File: config.mk
export PLATFORM = sky130hd
export DESIGN_NAME = audtx_serializer
export DESIGN_NICKNAME = d
export VERILOG_FILES = /design/src/rtl/audtx_pkg.sv /design/src/rtl/audtx_insync.sv /design/src/rtl/audtx_slot_ctl.sv /design/src/rtl/audtx_hold.sv /design/src/rtl/audtx_shift.sv /design/src/rtl/audtx_serializer.sv
export SDC_FILE = /design/constraint.sdc
export NUM_CORES = 1
export LEC_CHECK = 0
export ABC_AREA = 0
export CORE_ASPECT_RATIO = 1.4
export CORE_MARGIN = 1.5
export CORE_UTILIZATION = 38
export CTS_CLUSTER_DIAMETER = 100
export DETAILED_ROUTE_END_ITERATION = 8
export GPL_ROUTABILITY_DRIVEN = 0
export GPL_TIMING_DRIVEN = 0
export SYNTH_ARGS = -nofsm -noshare
export SYNTH_HDL_FRONTEND = slang
export SYNTH_SLANG_ARGS = --single-unit
File: constraint.sdc
create_clock -name clk -period 2.1 [get_ports clk]
set_input_delay 0.21 -clock clk [delete_from_list [all_inputs] [get_ports clk]]
set_output_delay 0.21 -clock clk [all_outputs]
set_load 0.02 [all_outputs]
File: src/rtl/audtx_pkg.sv
package audtx_pkg;

  typedef enum logic [1:0] {
    FMT_SLV_MSBJ = 2'b00,
    FMT_MST_LIKE = 2'b01,
    FMT_SLV_I2S  = 2'b10,
    FMT_MST_I2S  = 2'b11
  } fmt_e;

  typedef struct packed {
    logic left_hi;   // word-select high means left channel
    logic late_msb;  // MSB one slot after the word-select edge
    logic fr_gate;   // frame_en gates the bit advance
  } fmt_cfg_t;

  function automatic fmt_cfg_t decode_fmt(input logic i2s_sel, input logic mst_sel);
    fmt_cfg_t c;
    fmt_e     f;
    f = fmt_e'({i2s_sel, mst_sel});
    case (f)
      FMT_SLV_MSBJ: c = '{left_hi: 1'b1, late_msb: 1'b0, fr_gate: 1'b1};
      FMT_MST_LIKE: c = '{left_hi: 1'b1, late_msb: 1'b1, fr_gate: 1'b0};
      FMT_SLV_I2S:  c = '{left_hi: 1'b0, late_msb: 1'b1, fr_gate: 1'b0};
      default:      c = '{left_hi: 1'b0, late_msb: 1'b1, fr_gate: 1'b0};
    endcase
    return c;
  endfunction

endpackage

File: src/rtl/audtx_insync.sv
module audtx_insync #(
  parameter int STAGES = 2,
  parameter int W      = 3
) (
  input  logic         clk,
  input  logic         rst,
  input  logic [W-1:0] d,
  output logic [W-1:0] q
);
  logic [W-1:0] chain [STAGES];

  for (genvar g = 0; g < STAGES; g++) begin : g_stage
    if (g == 0) begin : g_first
      always_ff @(posedge clk) begin
        if (rst) chain[0] <= '0;
        else     chain[0] <= d;
      end
    end else begin : g_next
      always_ff @(posedge clk) begin
        if (rst) chain[g] <= '0;
        else     chain[g] <= chain[g-1];
      end
    end
  end

  assign q = chain[STAGES-1];
endmodule

File: src/rtl/audtx_slot_ctl.sv
module audtx_slot_ctl
  import audtx_pkg::*;
(
  input  logic clk,
  input  logic rst,
  input  logic i2s_sel,
  input  logic mst_sel,
  input  logic bclk_s,
  input  logic ws_s,
  input  logic fr_s,
  output logic fall,
  output logic ws_chg,
  output logic left_now,
  output logic left_start,
  output logic late_msb,
  output logic fr_gate,
  output logic adv_ok
);
  fmt_cfg_t cfg_q;
  logic     bclk_d;
  logic     ws_prev;
  logic     armed;

  always_ff @(posedge clk) begin
    if (rst) begin
      cfg_q   <= '0;
      bclk_d  <= 1'b0;
      ws_prev <= 1'b0;
      armed   <= 1'b0;
    end else begin
      cfg_q  <= decode_fmt(i2s_sel, mst_sel);
      bclk_d <= bclk_s;
      if (fall) begin
        ws_prev <= ws_s;
        armed   <= 1'b1;
      end
    end
  end

  assign fall       = bclk_d & ~bclk_s;
  assign ws_chg     = fall & armed & (ws_s != ws_prev);
  assign left_now   = (ws_s == cfg_q.left_hi);
  assign left_start = ws_chg & left_now;
  assign late_msb   = cfg_q.late_msb;
  assign fr_gate    = cfg_q.fr_gate;
  assign adv_ok     = ~cfg_q.fr_gate | fr_s;
endmodule

File: src/rtl/audtx_hold.sv
module audtx_hold #(
  parameter int DW = 20
) (
  input  logic          clk,
  input  logic          rst,
  input  logic          word_valid,
  input  logic [DW-1:0] left_word,
  input  logic [DW-1:0] right_word,
  input  logic          left_start,
  input  logic          left_now,
  output logic [DW-1:0] ld_word
);
  logic [DW-1:0] pend_l;
  logic [DW-1:0] pend_r;
  logic [DW-1:0] frame_r;

  always_ff @(posedge clk) begin
    if (rst) begin
      pend_l  <= '0;
      pend_r  <= '0;
      frame_r <= '0;
    end else begin
      if (word_valid) begin
        pend_l <= left_word;
        pend_r <= right_word;
      end
      if (left_start) frame_r <= pend_r;
    end
  end

  assign ld_word = left_now ? pend_l : frame_r;
endmodule

File: src/rtl/audtx_shift.sv
module audtx_shift #(
  parameter int DW = 20
) (
  input  logic          clk,
  input  logic          rst,
  input  logic          fall,
  input  logic          ws_chg,
  input  logic          late_msb,
  input  logic          adv_ok,
  input  logic [DW-1:0] ld_word,
  output logic          sdata
);
  localparam int CW = $clog2(DW + 1);

  logic [DW-1:0] sh;
  logic [CW-1:0] remain;
  logic          msb_wait;

  always_ff @(posedge clk) begin
    if (rst) begin
      sh       <= '0;
      remain   <= '0;
      msb_wait <= 1'b0;
      sdata    <= 1'b0;
    end else if (ws_chg) begin
      if (late_msb) begin
        sh       <= ld_word;
        remain   <= CW'(DW);
        msb_wait <= 1'b1;
        sdata    <= 1'b0;
      end else begin
        sh       <= {ld_word[DW-2:0], 1'b0};
        remain   <= CW'(DW - 1);
        msb_wait <= 1'b0;
        sdata    <= ld_word[DW-1];
      end
    end else if (fall) begin
      if (msb_wait) begin
        sdata    <= sh[DW-1];
        sh       <= {sh[DW-2:0], 1'b0};
        remain   <= remain - 1'b1;
        msb_wait <= 1'b0;
      end else if (adv_ok) begin
        if (remain != '0) begin
          sdata  <= sh[DW-1];
          sh     <= {sh[DW-2:0], 1'b0};
          remain <= remain - 1'b1;
        end else begin
          sdata  <= 1'b0;
        end
      end
    end
  end
endmodule

File: src/rtl/audtx_serializer.sv
module audtx_serializer
  import audtx_pkg::*;
#(
  parameter int DW          = 20,
  parameter int SYNC_STAGES = 2
) (
  input  logic          clk,
  input  logic          rst,
  input  logic          fmt_mst,
  input  logic          fmt_i2s,
  input  logic [DW-1:0] left_word,
  input  logic [DW-1:0] right_word,
  input  logic          word_valid,
  input  logic          bit_clk,
  input  logic          word_sel,
  input  logic          frame_en,
  output logic          ser_out
);
  logic [2:0]    sync_v;
  logic          fall, ws_chg, left_now, left_start, late_msb, fr_gate, adv_ok;
  logic [DW-1:0] ld_word;

  audtx_insync #(.STAGES(SYNC_STAGES), .W(3)) u_sync (
    .clk (clk),
    .rst (rst),
    .d   ({frame_en, word_sel, bit_clk}),
    .q   (sync_v)
  );

  audtx_slot_ctl u_ctl (
    .clk        (clk),
    .rst        (rst),
    .i2s_sel    (fmt_i2s),
    .mst_sel    (fmt_mst),
    .bclk_s     (sync_v[0]),
    .ws_s       (sync_v[1]),
    .fr_s       (sync_v[2]),
    .fall       (fall),
    .ws_chg     (ws_chg),
    .left_now   (left_now),
    .left_start (left_start),
    .late_msb   (late_msb),
    .fr_gate    (fr_gate),
    .adv_ok     (adv_ok)
  );

  audtx_hold #(.DW(DW)) u_hold (
    .clk        (clk),
    .rst        (rst),
    .word_valid (word_valid),
    .left_word  (left_word),
    .right_word (right_word),
    .left_start (left_start),
    .left_now   (left_now),
    .ld_word    (ld_word)
  );

  audtx_shift #(.DW(DW)) u_shift (
    .clk      (clk),
    .rst      (rst),
    .fall     (fall),
    .ws_chg   (ws_chg),
    .late_msb (late_msb),
    .adv_ok   (adv_ok),
    .ld_word  (ld_word),
    .sdata    (ser_out)
  );
endmodule

# Word-level counts from Yosys, hierarchy flattened
# Memory sizes are Yosys's and may differ from the RTL's.
# Cells that the tools add are included.
[totals]
wordCells = 62
register_bits = 93
input_bits = 48
mem_count = 1
ram_bits = 6
[classes]
eq_ne = 3
n_mux = 28
n_addsub = 1
n_reduce_logical = 7
n_bitwise = 9
[memory_table]
columns = ["memory", "words", "word_bits", "rd", "rd_clocked_by_memory_dff", "wr", "line", "text"]
rows = [
  ["u_sync.chain", 2, 3, 2, 0, 2, "audtx_insync.sv:10", "logic [W-1:0] chain [STAGES];"],
]
[op_table]
columns = ["operator", "n"]
rows = [
  ["20-bit 2-to-1 mux", 7],
  ["5-bit 2-to-1 mux", 5],
  ["1-bit 2-to-1 mux", 12],
  ["3-bit 2-to-1 mux", 3],
  ["3-bit case mux with 2 select lines", 1],
  ["3-bit nonzero test", 2],
  ["5-bit nonzero test", 1],
  ["5-bit by 1-bit subtractor with 5-bit output (second input constant)", 1],
  ["1-bit AND", 4],
  ["1-bit bitwise OR", 3],
  ["3-bit AND reduction", 1],
  ["2-bit by 1-bit equality test with 1-bit output (second input constant)", 1],
  ["2-bit logical NOT", 1],
  ["1-bit NOT", 2],
  ["2-bit AND reduction", 1],
  ["2-bit nonzero test", 1],
  ["1-bit equality test", 1],
  ["1-bit inequality test", 1],
]

# Depth between registers and ports, before layout
# Gate-level depths: netlist of run 1.
# An unclocked memory read counts as a cell.
[logic_depth]
ltp_word = 7
depth_mapped = 8
ltp_nobuf = 6

# Modules after synthesis
# Synthesis of run 1 repeated with hierarchy kept, for this count alone.
[hier_totals]
hier_cells = 434
area_unflattened_um2 = 4334.2
[by_module_without_submodules]
columns = ["module", "seq_area_each_um2", "instances", "area_per_inst_um2", "cells_per_inst"]
rows = [
  ["audtx_hold", 1201.2, 1, 2419.8, 216],
  ["audtx_shift", 540.5, 1, 1527.7, 182],
  ["audtx_slot_ctl", 120.1, 1, 229.0, 24],
  ["audtx_insync", 120.1, 1, 157.7, 12],
]

# Worst setup path before layout of run 1
# OpenSTA, ideal clock, no wires.
[synth_timing]
path_type = "register to register"
from = "register u_shift.remain[0]"
to = "register u_shift.remain[0]"
arrival_ns = 1.756
path_buffers = 2
slack_ns = 0.228
setup_time_ns = 0.116
required_ns = 1.984
path_stages_with_launch = 9
period_less_slack_ns = 1.872
path_cell_list = "dfxtp_1 > inv_1 > ha_1 > or3b_1 > o311a_1 > buf_6 > buf_8 > xnor2_1 > o211a_1"
[synth_via]
elab_chain_len = 6
[synth_lines]
columns = ["element", "line", "text"]
rows = [
  ["start, declared", "audtx_shift.sv:16", "logic [CW-1:0] remain;"],
  ["start signal, assigned", "audtx_shift.sv:28", "remain <= CW'(DW);"],
  ["start signal, assigned", "audtx_shift.sv:33", "remain <= CW'(DW - 1);"],
  ["start signal, assigned", "audtx_shift.sv:41", "remain <= remain - 1'b1;"],
  ["5-bit by 1-bit subtractor with 5-bit output", "audtx_shift.sv:41, audtx_shift.sv:47", ""],
  ["5-bit 2-to-1 mux", "audtx_shift.sv:44", "if (remain != '0) begin"],
  ["5-bit 2-to-1 mux", "audtx_shift.sv:43", "end else if (adv_ok) begin"],
  ["5-bit 2-to-1 mux", "audtx_shift.sv:38", "if (msb_wait) begin"],
  ["5-bit 2-to-1 mux", "audtx_shift.sv:37", "end else if (fall) begin"],
  ["5-bit 2-to-1 mux", "audtx_shift.sv:25", "end else if (ws_chg) begin"],
]
# Several ways; a longest one is shown, not always the timed one. The select of a mux whose other input is x is not followed.
# A chain may end at the register's enable or synchronous reset.

# Final worst setup path of run 1
[layout_timing]
from = "register u_shift.remain[1]"
to = "register u_shift.sh[9]"
[layout_via]
elab_chain_len = 3
[layout_lines]
columns = ["element", "line", "text"]
rows = [
  ["5-bit nonzero test", "audtx_shift.sv:44", ""],
  ["3-bit nonzero test (no line)", "-", ""],
  ["3-bit AND reduction (no line)", "-", ""],
  ["end signal, assigned", "audtx_shift.sv:32", "sh <= {ld_word[DW-2:0], 1'b0};"],
  ["end signal, assigned", "audtx_shift.sv:40", "sh <= {sh[DW-2:0], 1'b0};"],
  ["end signal, assigned", "audtx_shift.sv:46", "sh <= {sh[DW-2:0], 1'b0};"],
  ["end, declared", "audtx_shift.sv:15", "logic [DW-1:0] sh;"],
]
# No other way between the ends.

==> metrics.txt, run 1 <==
static leakage=around 1.9 nW; CTS buffer count=9; routed len/inst=15.2 um; Rows=44; CP startpoint kind=flip-flop; CP Capture Type=flip-flop; post-synthesis register bit count=between 90 and 100; top cells by area, synth=dfxtp_1, mux2i_1, nand2_1; fin cells=618; die height=125 um; DRT iter0 DRCs=148; dpl cells=593; Post-Syn Instances=about 410; Clock Path Buffers=2; Worst Hold Class=input pin to flip-flop; min setup slack post-route=~76 ps; synthesis-to-finish area growth=26.8%; worst skew pair latency=about 340 ps; CTS Sinks=slightly below 100; I/O Buffers=between 40 and 50; Mapped Nets=458; WP buf/inv=3; pwr/cell area=771 nW/um2; Slew Viols, Final=0; die width=89.8 um; Setup CP Type=flip-flop to flip-flop; layout cell share with drive strength beyond 1=11.0%; Antenna diodes=0; antenna violations before repair=0; delay-heaviest family, CP=compound AO/OA/AOI/OAI gates; largest net degree at the start of global routing=15; total track usage=between 10% and 20%; Unique masters post-synth=47; pre-CTS setup slack=-16.6 ps; Core Area=about 10000 um2; slowest stage cell, crit path=o311a_4; WL final=9390 um; vias in the first global route=3092; status=finished clean; min cycle time layout=a little over 2000 ps; Critical Path Fanout Max=5; Post-synth EDFFs=0; setup violators final=0; Hold Slack=between 300 and 400 ps; CP required=approximately 2300 ps; crit-path cells=inv_2 -> ha_4 -> or3b_4 -> o311a_4 -> buf_8 -> buf_12 -> mux2i_2 -> o221ai_1; post-synthesis cell area=approximately 4000 um2; Main synth FF type=dfxtp_1; Slew HR=approximately two fifths; max cap viols=0; via/cell ratio=about 5; Syn Area/Cell=9.80 um2; CTS tree=built; die area=11200 um2; most numerous cell in the Yosys netlist=dfxtp_1; CTS root buffer=clkbuf_16; initial core utilization=between 30% and 40%; Worst Skew=7.19 ps; hold violation total from the final report=0; Vias=3093; H-tree depth=3; fillers=around 1.0k; Post-DRT Antenna Nets=0; I/O pins=about 50; post-route clock period utilization=between 90 and 100%; global route overflow=0; Largest stage delay, worst path=390 ps; Synth top area share=49.4%; overall power=slightly below 0.004 W; # DRC=0; ys async rst share=0%; worst slew pin tran=around 900 ps; post-DP HPWL=6520 um; drt pass-1 iters=4; maximum clock frequency=between 400 and 500 MHz; Seq/Total Area, Yosys=between 40% and 50%; synth warn=0; first-pass GRT wire length=about 15000 um; Data arrival, critical path=between 2000 and 2500 ps; Layout Nets=between 500 and 600; Peak VDD IR=around 0.41 mV; top post-synthesis cells by count=dfxtp_1, mux2i_1, nand2_1; largest area contributor in the netlist=dfxtp_1; clock slew at reported path FFs=60 ps
metrics by stage:
| stage | area (um2) | utilization (%) | setup TNS [ps] |
|---|---|---|---|
| 6_report | 5080 | 49.1 | 0 |
| 2_1_floorplan | 4010 | - | 0 |
| 5_1_grt | 5080 | 49.1 | -1.63 |
| 3_3_place_gp | 4640 | 44.9 | 0 |
| 3_5_place_dp | 4640 | 44.9 | -28.5 |
| 4_1_cts | 4950 | 47.8 | 0 |
repair_timing:
action                                  4_1_cts  5_1_grt
gates resized for setup                       1       11
endpoints found under the setup margin        8       16
cloned                                        0        2
pin swaps                                     0        2
hold buffers                                  0        0
buffers inserted                              0        8
layer usage:
layer	vias to the layer above	wire [um]	track usage, %
met3	16	266	2.87
li1	1556	-	-
met1	1473	4180	20.5
met4	0	223	8.50
met2	48	4730	30.6
met5	-	0	0
final timing paths:
| kind | to | cells after the start | slack (ps) | startpoint |
|---|---|---|---|---|
| max | u_shift.sh[9]$_SDFFE_PP0P_ | 8 | 80 | u_shift.remain[1]$_SDFFE_PP0P_ |
| min | u_shift.remain[0]$_SDFFE_PP0P_ | 3 | 340 | rst |
| max reg2reg | u_shift.sh[9]$_SDFFE_PP0P_ | 8 | 80 | u_shift.remain[1]$_SDFFE_PP0P_ |
| min reg2reg | u_sync.chain[1][2]$_SDFF_PP0_ | 1 | 440 | u_sync.chain[0][2]$_SDFF_PP0_ |
cell usage in the layout (no fill, tap or decap), types with 2 or more instances in the layout:
cell type         n
a21oi_1          22
buf_1             4
buf_2             3
buf_4             8
buf_8             2
clkbuf_1         20
clkbuf_16        10
clkbuf_8          2
clkdlybuf4s50_1  46
dfxtp_1          97
dfxtp_2           2
inv_1             3
inv_2             2
mux2_1            2
mux2_2            7
mux2i_1          70
nand2_1          52
nand2b_1          3
nand3_1           9
nand3b_1          2
nor2_1           49
nor2b_1           8
nor3_1            4
o221ai_1         19
xnor2_1           2
final cells by class:
cell class / instances / area, um2 / share of cell area, %
clock inverters: 2 / 35.0 / 0.689
well taps: 138 / 173 / 3.40
inverters: 6 / 22.5 / 0.443
multi-input cells: 276 / 1900 / 37.5
plain buffers: 28 / 154 / 3.03
clock buffers: 13 / 260 / 5.12
repair buffers: 56 / 551 / 10.8
flip-flops and latches: 99 / 1980 / 39.0
worst register-to-register path, delay by kind of cell (launching register included):
kind                     cells  cell delay (ps)
AO/OA/AOI/OAI                2              530
AND/OR/NAND/NOR              1              380
buffers and inverters        3              350
flip-flops                   1              320
multiplexers                 1              170
adder cells (fa/ha/maj)      1              130
cell families after synthesis:
logic type	synth area share, %
AOI/OAI and AO/OA	9.08
muxes	20.2
buffers and inverters	4.31
xor gates and xnor gates	1.28
DFF	49.4
and+or+nand+nor	15.4
adders and majority gates	0.312
sequential cells by signal (all words and copies together), names as in the netlist, 5 cells and up:
register	flops
u_hold.pend_l	20
u_shift.sh	20
u_hold.pend_r	20
u_shift.remain	5
u_hold.frame_r	20
u_sync.chain	6
power breakdown:
| part | internal [W] | switching, W | total [W] |
|---|---|---|---|
| sequential | 0.00193 | 0.0000322 | 0.00197 |
| combinational | 0.000163 | 0.000143 | 0.000306 |
| clock | 0.000981 | 0.000666 | 0.00165 |
| total | 0.00308 | 0.000841 | 0.00392 |
Note: power is estimated with default switching activity, not from simulation.
==> run 2, diff against run 1 <==
--- a/config.mk
+++ b/config.mk
@@ -6,6 +6,7 @@
 export NUM_CORES = 1
 export LEC_CHECK = 0
 export ABC_AREA = 0
+export CAP_MARGIN = 20
 export CORE_ASPECT_RATIO = 1.4
 export CORE_MARGIN = 1.5
 export CORE_UTILIZATION = 38
==> results of run 2 <==
Same layout as run 1: the final DEF is identical, and so are final timing and power.
==> run 3, diff against run 2 <==
==> constraint.sdc (replaced) <==
create_clock -name clk -period 2.22 [get_ports clk]
set_input_delay 0.222 -clock clk [delete_from_list [all_inputs] [get_ports clk]]
set_output_delay 0.222 -clock clk [all_outputs]
set_load 0.02 [all_outputs]
==> run 3 against run 2 <==
Count of clock-buffer cells in the layout unchanged. Clock skew shrank 0.67 ps. Global-route usage decreased by 0.052 points. Final cell count decreased by 1.6%. Utilization fell by 1.3 points. First-iteration DRC count up 10%. Die area unchanged.
==> metrics.txt, run 3 (synthesis results as in run 1) <==
status=finished clean; CP startpoint kind=flip-flop; I/O pins=49; Crit path depth=8; via/cell ratio=between 4 and 5; global route overflow=0; min cycle time layout=about 2100 ps; Worst Skew=6.52 ps; Core Area=~10000 um2; CP Capture Type=flip-flop; CTS tree=built; Final Core Density=between 40% and 50%; WL final=about 9200 um; CTS root buffer=clkbuf_16; Largest stage delay, worst path=400 ps; DRT iter0 DRCs=around 160; Post-DRT Antenna Nets=0; die area=between 10000 and 15000 um2; setup slack, reg-to-reg=approximately 140 ps; Rows=44; die height=approximately 120 um; Antenna diodes=0; Slew HR=39.9%; commonest non-fill, non-tap cell in the layout=dfxtp_1; vias in the first global route=between 3k and 4k; Data arrival, critical path=around 2300 ps; die width=between 80 and 90 um; Vias=between 3k and 4k; static leakage=between 1.5 and 2 nW; crit-path cells=inv_1 -> ha_1 -> or3b_1 -> o311a_1 -> buf_6 -> buf_12 -> mux2i_1 -> o221ai_1; delay-heaviest family, CP=compound AO/OA/AOI/OAI gates; Hold Slack=roughly 360 ps; initial core utilization=between 30% and 40%; layout cell share with drive strength beyond 1=7.45%; max cap viols=0; Worst Hold Class=input pin to flip-flop; post-DP HPWL=roughly 6500 um; Slew Viols, Final=0; # DRC=0; Clock Path Buffers=2; H-tree depth=3; overall power=about 0.0037 W; antenna violations before repair=0; drt pass-1 iters=4; commonest cells after routing, fill and taps aside=dfxtp_1, mux2i_1, nand2_1; FF-to-FF path depth=8; Reg2Reg Capture Point=u_shift.sh[9]$_SDFFE_PP0P_; maximum clock frequency=481 MHz; hold violation total from the final report=0; total track usage=17.4%; CTS Sinks=just under 100; setup violators final=0; largest net degree at the start of global routing=15; clock slew at reported path FFs=approximately 60 ps; Layout Nets=515; WP buf/inv=3; Critical Path Fanout Max=10; I/O Buffers=between 40 and 50; Peak VDD IR=around 0.40 mV; CTS buffer count=9; worst skew pair latency=340 ps; worst slew pin tran=around 900 ps; slowest stage cell, crit path=or3b_1; R2R Path Start=u_shift.remain[0]$_SDFFE_PP0P_; routed len/inst=between 15 and 20 um; Setup CP Type=flip-flop to flip-flop; post-route clock period utilization=between 90% and 100%; first-pass GRT wire length=about 15000 um; setup TNS=0 ps; CP required=about 2400 ps; Worst setup endpoint=u_shift.sh[9]$_SDFFE_PP0P_; Hold-fix buffers, CTS=0; Worst setup startpoint=u_shift.remain[0]$_SDFFE_PP0P_; synthesis-to-finish area growth=23.3%; RSZ-0062 raised after global routing=no; pwr/cell area=approximately 750 nW/um2
==> run 3: per-stage QoR <==
stage               std cells  setup WS [ps]  cell area (um2)
global route              608           11.2             4950
global placement          593            131             4640
detailed placement        593            103             4640
finish                    608            142             4950
CTS                       608           81.8             4940
floorplan                 409            348             4010
==> run 3: metal layers <==
metal,track usage (%),wire [um],up-vias,part of all wire (%)
met3,2.87,272,18,3.0
met1,20.5,4010,1422,44
met4,8.50,241,0,2.6
met2,30.4,4640,58,51
met5,0,0,-,0
li1,-,-,1538,-
==> run 3: worst min path at each step <==
stage                                             start                              to  cells past startpoint
after detailed placement  u_sync.chain[0][2]$_SDFF_PP0_   u_sync.chain[1][2]$_SDFF_PP0_                      1
after global placement    u_sync.chain[0][0]$_SDFF_PP0_   u_sync.chain[1][0]$_SDFF_PP0_                      1
after global routing                                rst  u_shift.remain[0]$_SDFFE_PP0P_                      3
after CTS                                           rst  u_shift.remain[0]$_SDFFE_PP0P_                      3
final                                               rst  u_shift.remain[0]$_SDFFE_PP0P_                      3
after floorplan                                 fmt_i2s       u_ctl.cfg_q[2]$_SDFF_PP0_                      1
==> run 3: layout make-up <==
cell class	count	area, um2
Sequential cell	99	1980
Clock inverter	2	35.0
Tap cell	138	173
Buffer	28	150
Timing Repair Buffer	46	460
Fill cell	1039	5400
Multi-Input combinational cell	276	1860
Inverter	6	22.5
Clock buffer	13	260
==> run 3: worst reg2reg max path: cells and delay by family, from the launching register on <==
kind | cells | cell delay [ps]
flip-flops | 1 | 310
AO/OA/AOI/OAI | 2 | 470
AND/OR/NAND/NOR | 1 | 400
buffers and inverters | 3 | 400
adder cells (fa/ha/maj) | 1 | 200
multiplexers | 1 | 150
==> run 3: power by group <==
| part | total (W) | switching, W | leakage (nW) | internal [W] |
|---|---|---|---|---|
| sequential | 0.00186 | 0.0000290 | 0.808 | 0.00183 |
| combinational | 0.000287 | 0.000134 | 0.888 | 0.000153 |
| clock | 0.00155 | 0.000621 | 0.146 | 0.000927 |
| total | 0.00369 | 0.000784 | 1.84 | 0.00291 |
==> run 3: timing repair <==
action                     in CTS  in global routing
setup endpoints to repair       0                  6
setup buffers                   0                  0
resized for setup               0                  1
